[src/rtl/gwc_pkg.sv]
package gwc_pkg;

  typedef enum logic [1:0] {
    RNG_SHORT = 2'd0,
    RNG_MID   = 2'd1,
    RNG_LONG  = 2'd2
  } gate_range_e;

  typedef enum logic [1:0] {
    ST_IDLE = 2'd0,
    ST_OPEN = 2'd1,
    ST_HOLD = 2'd2
  } win_state_e;

  function automatic gate_range_e range_next(input gate_range_e cur);
    case (cur)
      RNG_SHORT: range_next = RNG_MID;
      RNG_MID:   range_next = RNG_LONG;
      default:   range_next = RNG_SHORT;
    endcase
  endfunction

endpackage

[src/rtl/gwc_press_detect.sv]
module gwc_press_detect #(
  parameter int N = 3
) (
  input  logic         clk,
  input  logic         rst,
  input  logic [N-1:0] level,
  output logic [N-1:0] press
);
  logic [N-1:0] level_d;

  for (genvar i = 0; i < N; i++) begin : g_bit
    always_ff @(posedge clk) begin
      if (rst) begin
        level_d[i] <= 1'b0;
        press[i]   <= 1'b0;
      end else begin
        level_d[i] <= level[i];
        press[i]   <= level[i] & ~level_d[i];
      end
    end
  end
endmodule

[src/rtl/gwc_range_sel.sv]
module gwc_range_sel
  import gwc_pkg::*;
(
  input  logic        clk,
  input  logic        rst,
  input  logic        step,
  output gate_range_e range_q
);
  always_ff @(posedge clk) begin
    if (rst)       range_q <= RNG_SHORT;
    else if (step) range_q <= range_next(range_q);
  end
endmodule

[src/rtl/gwc_window_timer.sv]
module gwc_window_timer
  import gwc_pkg::*;
#(
  parameter int unsigned BASE_CYCLES = 5_000_000,
  parameter int unsigned HOLDOFF     = 16
) (
  input  logic        clk,
  input  logic        rst,
  input  logic        auto_en,
  input  logic        trig,
  input  gate_range_e range_sel,
  output logic        gate_open,
  output logic        meas_done
);
  localparam int unsigned LEN_LONG_I = BASE_CYCLES * 100;
  localparam int CW = $clog2(LEN_LONG_I + 1);
  localparam int HW = $clog2(HOLDOFF + 1);
  localparam logic [CW-1:0] LEN_S = CW'(BASE_CYCLES);
  localparam logic [CW-1:0] LEN_M = CW'(BASE_CYCLES * 10);
  localparam logic [CW-1:0] LEN_L = CW'(LEN_LONG_I);
  localparam logic [HW-1:0] HOLD_LAST = HW'(HOLDOFF - 1);

  win_state_e    state_q;
  logic [CW-1:0] len_q;
  logic [CW-1:0] cnt_q;
  logic [HW-1:0] hcnt_q;
  logic [CW-1:0] len_pick;

  always_comb begin
    case (range_sel)
      RNG_MID:  len_pick = LEN_M;
      RNG_LONG: len_pick = LEN_L;
      default:  len_pick = LEN_S;
    endcase
  end

  always_ff @(posedge clk) begin
    if (rst) begin
      state_q   <= ST_IDLE;
      len_q     <= LEN_S;
      cnt_q     <= '0;
      hcnt_q    <= '0;
      gate_open <= 1'b0;
      meas_done <= 1'b0;
    end else begin
      meas_done <= (state_q == ST_HOLD) && (hcnt_q == '0);
      case (state_q)
        ST_IDLE: begin
          if (auto_en || trig) begin
            state_q   <= ST_OPEN;
            len_q     <= len_pick;
            cnt_q     <= '0;
            gate_open <= 1'b1;
          end
        end
        ST_OPEN: begin
          if (cnt_q == len_q - 1'b1) begin
            state_q   <= ST_HOLD;
            hcnt_q    <= '0;
            gate_open <= 1'b0;
          end else begin
            cnt_q <= cnt_q + 1'b1;
          end
        end
        ST_HOLD: begin
          if (hcnt_q == HOLD_LAST) state_q <= ST_IDLE;
          else                     hcnt_q  <= hcnt_q + 1'b1;
        end
        default: state_q <= ST_IDLE;
      endcase
    end
  end
endmodule

[src/rtl/gate_window_ctrl.sv]
module gate_window_ctrl
  import gwc_pkg::*;
#(
  parameter int unsigned BASE_CYCLES = 5_000_000,
  parameter int unsigned HOLDOFF     = 16
) (
  input  logic       clk,
  input  logic       rst,
  input  logic       range_btn,
  input  logic       measure_btn,
  input  logic       auto_btn,
  output logic       gate_open,
  output logic [1:0] range_code,
  output logic       meas_done
);
  localparam int NBTN = 3;
  localparam int B_RANGE = 0;
  localparam int B_MEAS  = 1;
  localparam int B_AUTO  = 2;

  logic [NBTN-1:0] press;
  gate_range_e     range_q;
  logic            auto_q;

  gwc_press_detect #(.N(NBTN)) press_i (
    .clk   (clk),
    .rst   (rst),
    .level ({auto_btn, measure_btn, range_btn}),
    .press (press)
  );

  gwc_range_sel range_i (
    .clk     (clk),
    .rst     (rst),
    .step    (press[B_RANGE]),
    .range_q (range_q)
  );

  always_ff @(posedge clk) begin
    if (rst)                 auto_q <= 1'b0;
    else if (press[B_AUTO])  auto_q <= ~auto_q;
  end

  gwc_window_timer #(
    .BASE_CYCLES (BASE_CYCLES),
    .HOLDOFF     (HOLDOFF)
  ) timer_i (
    .clk       (clk),
    .rst       (rst),
    .auto_en   (auto_q),
    .trig      (press[B_MEAS]),
    .range_sel (range_q),
    .gate_open (gate_open),
    .meas_done (meas_done)
  );

  assign range_code = range_q;
endmodule

[config.mk]
export PLATFORM = sky130hd
export DESIGN_NAME = gate_window_ctrl
export DESIGN_NICKNAME = d
export VERILOG_FILES = /design/src/rtl/gwc_pkg.sv /design/src/rtl/gwc_press_detect.sv /design/src/rtl/gwc_range_sel.sv /design/src/rtl/gwc_window_timer.sv /design/src/rtl/gate_window_ctrl.sv
export SDC_FILE = /design/constraint.sdc
export NUM_CORES = 1
export LEC_CHECK = 0
export ABC_AREA = 1
export BUFFER_PORTS_ARGS = -buffer_cell sky130_fd_sc_hd__buf_2
export CAP_MARGIN = 20
export CELL_PAD_IN_SITES_DETAIL_PLACEMENT = 0
export CELL_PAD_IN_SITES_GLOBAL_PLACEMENT = 2
export CORE_UTILIZATION = 36
export CTS_BUF_LIST = sky130_fd_sc_hd__clkbuf_4 sky130_fd_sc_hd__clkbuf_8
export CTS_CLUSTER_SIZE = 40
export DETAILED_ROUTE_END_ITERATION = 7
export GPL_TIMING_DRIVEN = 0
export PLACE_DENSITY = 0.82
export SYNTH_ARGS = -nofsm -noshare
export SYNTH_HDL_FRONTEND = slang
export SYNTH_SLANG_ARGS = --single-unit
[constraint.sdc]
create_clock -name clk -period 3.1 [get_ports clk]
set_clock_uncertainty 0.15 [all_clocks]
set_input_delay 0.31 -clock clk [delete_from_list [all_inputs] [get_ports clk]]
set_output_delay 0.31 -clock clk [all_outputs]
set_load 0.05 [all_outputs]
==> reports/results.ini <==
[status]
status = finished, final reports clean

[yosys]
async_flop_share_pct = 0
synth_area_leaders = dfxtp_1, nand2_1, inv_1
synth_cell_types = 29
synthTopCellsByCount = nand2_1, inv_1, nor2_1
yosysMostFrequentCell = nand2_1
synth_top_area_share_pct = 31.0
syn_avg_cell_area_um2 = 6.57
yosys_warnings = 0
ys.flop_type = dfxtp_1
synth-seq-cells = 52
yosysSeqAreaShare_pct = 31.0
syn-cell-area_mm2 = 0.00336
syn-instance-count = 512
yosysTopAreaCell = dfxtp_1
syn-num-nets = 529
synth_edf_count = 0

[clock_network]
cts_hold_buf = 0
post_cts_buffers = 0
clock_latency_ns = 0.32
htreeDepth = 2
post_cts_resized = 0
cts_root_buffer = clkbuf_8
clkTransAtPathRegs_ns = 0.11
cts.sinks = 52
tritoncts = yes
clockBufferDepth = 2
cts_buffers = 5

[power_and_ir_drop]
p_switching_uw = 793
p_total_uw = 1870
power.leakage_uw = 0.00153
swShare_pct = 42.5
power_frac_comb_pct = 37.1
p_int_uw = 1070
pwr-share-seq_pct = 40.5
ir_worst_vdd_mv = 0.334
p_clk_share_pct = 22.4
power_density_mw_per_mm2 = 515

[hold_path]
hold-path-cell-count = 3
hold_class = primary input to flop
hold-path-endpoint = press_i.level_d[1]$_SDFF_PP0_
min_from = measure_btn

[sta]
fin_crit_sh_pct = 84.1
hold_viol_final = 0
max_freq_mhz = 383
setup_viol = 0
rsz0062_at_grt = false
finalMaxSlewViolations = 0
relSlewSlack_pct = 58.0
tns_ns = 0
worst_pin_slew_ns = 0.629
fin_crit_ns = 2.61

[setup_path]
reg2reg_slack_ns = 0.49
end_kind = flop
worstPathMaxFanout = 10
r2r-start = timer_i.len_q[25]$_SDFFE_PP0P_
slowest_stage = dfxtp_1
max_stage_delay_ns = 0.48
worstPathCellList = inv_1 -> ha_1 -> inv_1 -> nand2_1 -> nand2_1 -> nor2_1 -> nand2_1 -> nor2_1 -> nand2_1 -> nor2_2 -> nand3_2 -> buf_6 -> nand2_8 -> nand3_2 -> nand2_1 -> a21oi_1
timing.rr.end = timer_i.hcnt_q[2]$_SDFFE_PP0P_
crit_buf_inv = 3
required_ns = 3.14
path_class = flop to flop
startpoint_type = flop
cpMostUsedCell = nand2_1
critPathTopFamily = simple AND/OR/NAND/NOR gates
arrival_ns = 2.65
rr_worst_depth = 16

[finish]
nets = 543
syn_to_final_growth_pct = 7.78
drive_gt1_share_pct = 6.45
antenna_cells = 0

[placed_design]
port_buffers = 7
hpwl_um = 7420
gp_congestion = 0.937

[die]
row_count = 34
io_pins = 9
die_h_um = 98.7
die_area_mm2 = 0.00973
initial_utilization_pct = 37.8
core_mm2 = 0.00889
die_w_um = 98.7

[route]
top_layer = met4
met3_length_um = 359
drcViolationCount = 0
wl_per_cell_um = 15.3
drtPass1Iterations = 5
postRouteAntennaNets = 0
finalWirelength_um = 9740
wl_met1_um = 5000
avgViaCountPerCell = 5.08
vias = 3227
drt_iter0_markers = 164
met2_length_um = 4270

[job]
drv_cap = 0

[global_route]
grt_pass1_wl_um = 16000
grt_usage_pct = 21.3
grt.overflow.total = 0
grt_max_degree = 18
first_global_vias = 3027
grt_antenna_before_repair = 0

cell families (layout without fill, tap and decap cells):
logic type               count (synthesis)  count (layout)  synth area share [%]
AO/OA/AOI/OAI                           55              55                  8.59
XOR/XNOR                                31              31                  8.07
adder cells (fa/ha/maj)                 12              12                  4.46
buffers and inverters                   92             107                  11.6
flip-flops                              52              52                  31.0
AND/OR/NAND/NOR                        270             270                  36.3
worst reg2reg max path, delay by kind of cell (launching register included):
kind	cells	cell delay [ns]
fa+ha+maj	1	0.35
simple gates	11	0.98
flops	1	0.48
buf+inv	3	0.46
compound gates	1	0.06
power groups by stage:
stage	Combinational, uW	Sequential (uW)	Clock (uW)
after floorplan	485	782	0
after global placement	693	771	0
after detailed placement	693	773	0
after CTS	694	757	435
after global routing	778	765	463
final	692	756	419
layer usage:
metal | vias to the layer above | GRT usage, %
li1 | 1661 | -
met1 | 1480 | 30.6
met2 | 74 | 33.7
met3 | 12 | 3.40
met4 | 0 | 4.13
met5 | - | 0
per-stage QoR:
stage	cell area [um^2]	utilization [%]	setup WS, ns	cells	hold slack, ns
3_5_place_dp	3530	39.7	0.483	627	0.235
2_1_floorplan	3360	-	0.985	512	0.224
4_1_cts	3620	40.8	0.482	635	0.0490
6_report	3620	40.8	0.492	635	0.0501
5_1_grt	3620	40.8	0.204	635	0.0476
3_3_place_gp	3530	39.7	0.495	627	0.231
placed cells by master (no fill, tap or decap):
cell type | Yosys | layout
xnor2_1 | 6 | 6
clkbuf_8 | 0 | 5
nand4_1 | 42 | 42
clkinv_4 | 0 | 1
buf_1 | 1 | 1
nand2_2 | 1 | 1
a21oi_1 | 40 | 40
nand3_4 | 1 | 1
inv_1 | 72 | 72
dfxtp_1 | 52 | 52
nand2_8 | 1 | 1
nand3b_1 | 2 | 2
o21ai_0 | 12 | 12
clkbuf_1 | 8 | 8
inv_6 | 0 | 1
clkinv_2 | 0 | 1
nor3_1 | 15 | 15
buf_2 | 5 | 12
nor2_2 | 1 | 1
o21ai_4 | 1 | 1
buf_6 | 4 | 4
nand3_2 | 2 | 2
o21ai_1 | 1 | 1
nor2_4 | 1 | 1
buf_4 | 2 | 2
and2_1 | 1 | 1
nor3b_1 | 1 | 1
nor2_1 | 60 | 60
nand2_1 | 129 | 129
nand3_1 | 13 | 13
xor2_1 | 25 | 25
ha_1 | 12 | 12
o21bai_1 | 1 | 1
state kept, by name, summed over array words and instances, names as in the netlist:
register and count:
timer_i.gate_open 1, auto_q 1, timer_i.len_q 5, timer_i.cnt_q 29, timer_i.hcnt_q 5, press_i.press 3
press_i.level_d 3, timer_i.meas_done 1, timer_i.state_q 2, range_i.range_q 2
area by class of cell:
| cell class | instances | area [um^2] |
|---|---|---|
| fill | 973 | 5270 |
| inverter | 72 | 270 |
| buffer | 20 | 119 |
| sequential | 52 | 1040 |
| clock buffer | 5 | 68.8 |
| tap | 108 | 135 |
| timing repair buffer | 7 | 35.0 |
| clock inverter | 3 | 22.5 |
| multi-input combinational | 368 | 1930 |
worst max path at each step:
stage                                                end  slack [ns]                           start  cells after the start
final                     timer_i.hcnt_q[2]$_SDFFE_PP0P_        0.49  timer_i.len_q[25]$_SDFFE_PP0P_                     16
after global routing      timer_i.hcnt_q[2]$_SDFFE_PP0P_        0.20  timer_i.len_q[25]$_SDFFE_PP0P_                     16
after CTS                 timer_i.hcnt_q[2]$_SDFFE_PP0P_        0.48  timer_i.len_q[25]$_SDFFE_PP0P_                     16
after detailed placement  timer_i.hcnt_q[2]$_SDFFE_PP0P_        0.48  timer_i.len_q[25]$_SDFFE_PP0P_                     16
after global placement    timer_i.hcnt_q[4]$_SDFFE_PP0P_        0.50  timer_i.len_q[25]$_SDFFE_PP0P_                     16
after floorplan            timer_i.cnt_q[0]$_SDFFE_PP0P_        0.98  timer_i.len_q[25]$_SDFFE_PP0P_                     16
(Power assumes the default switching activity.)
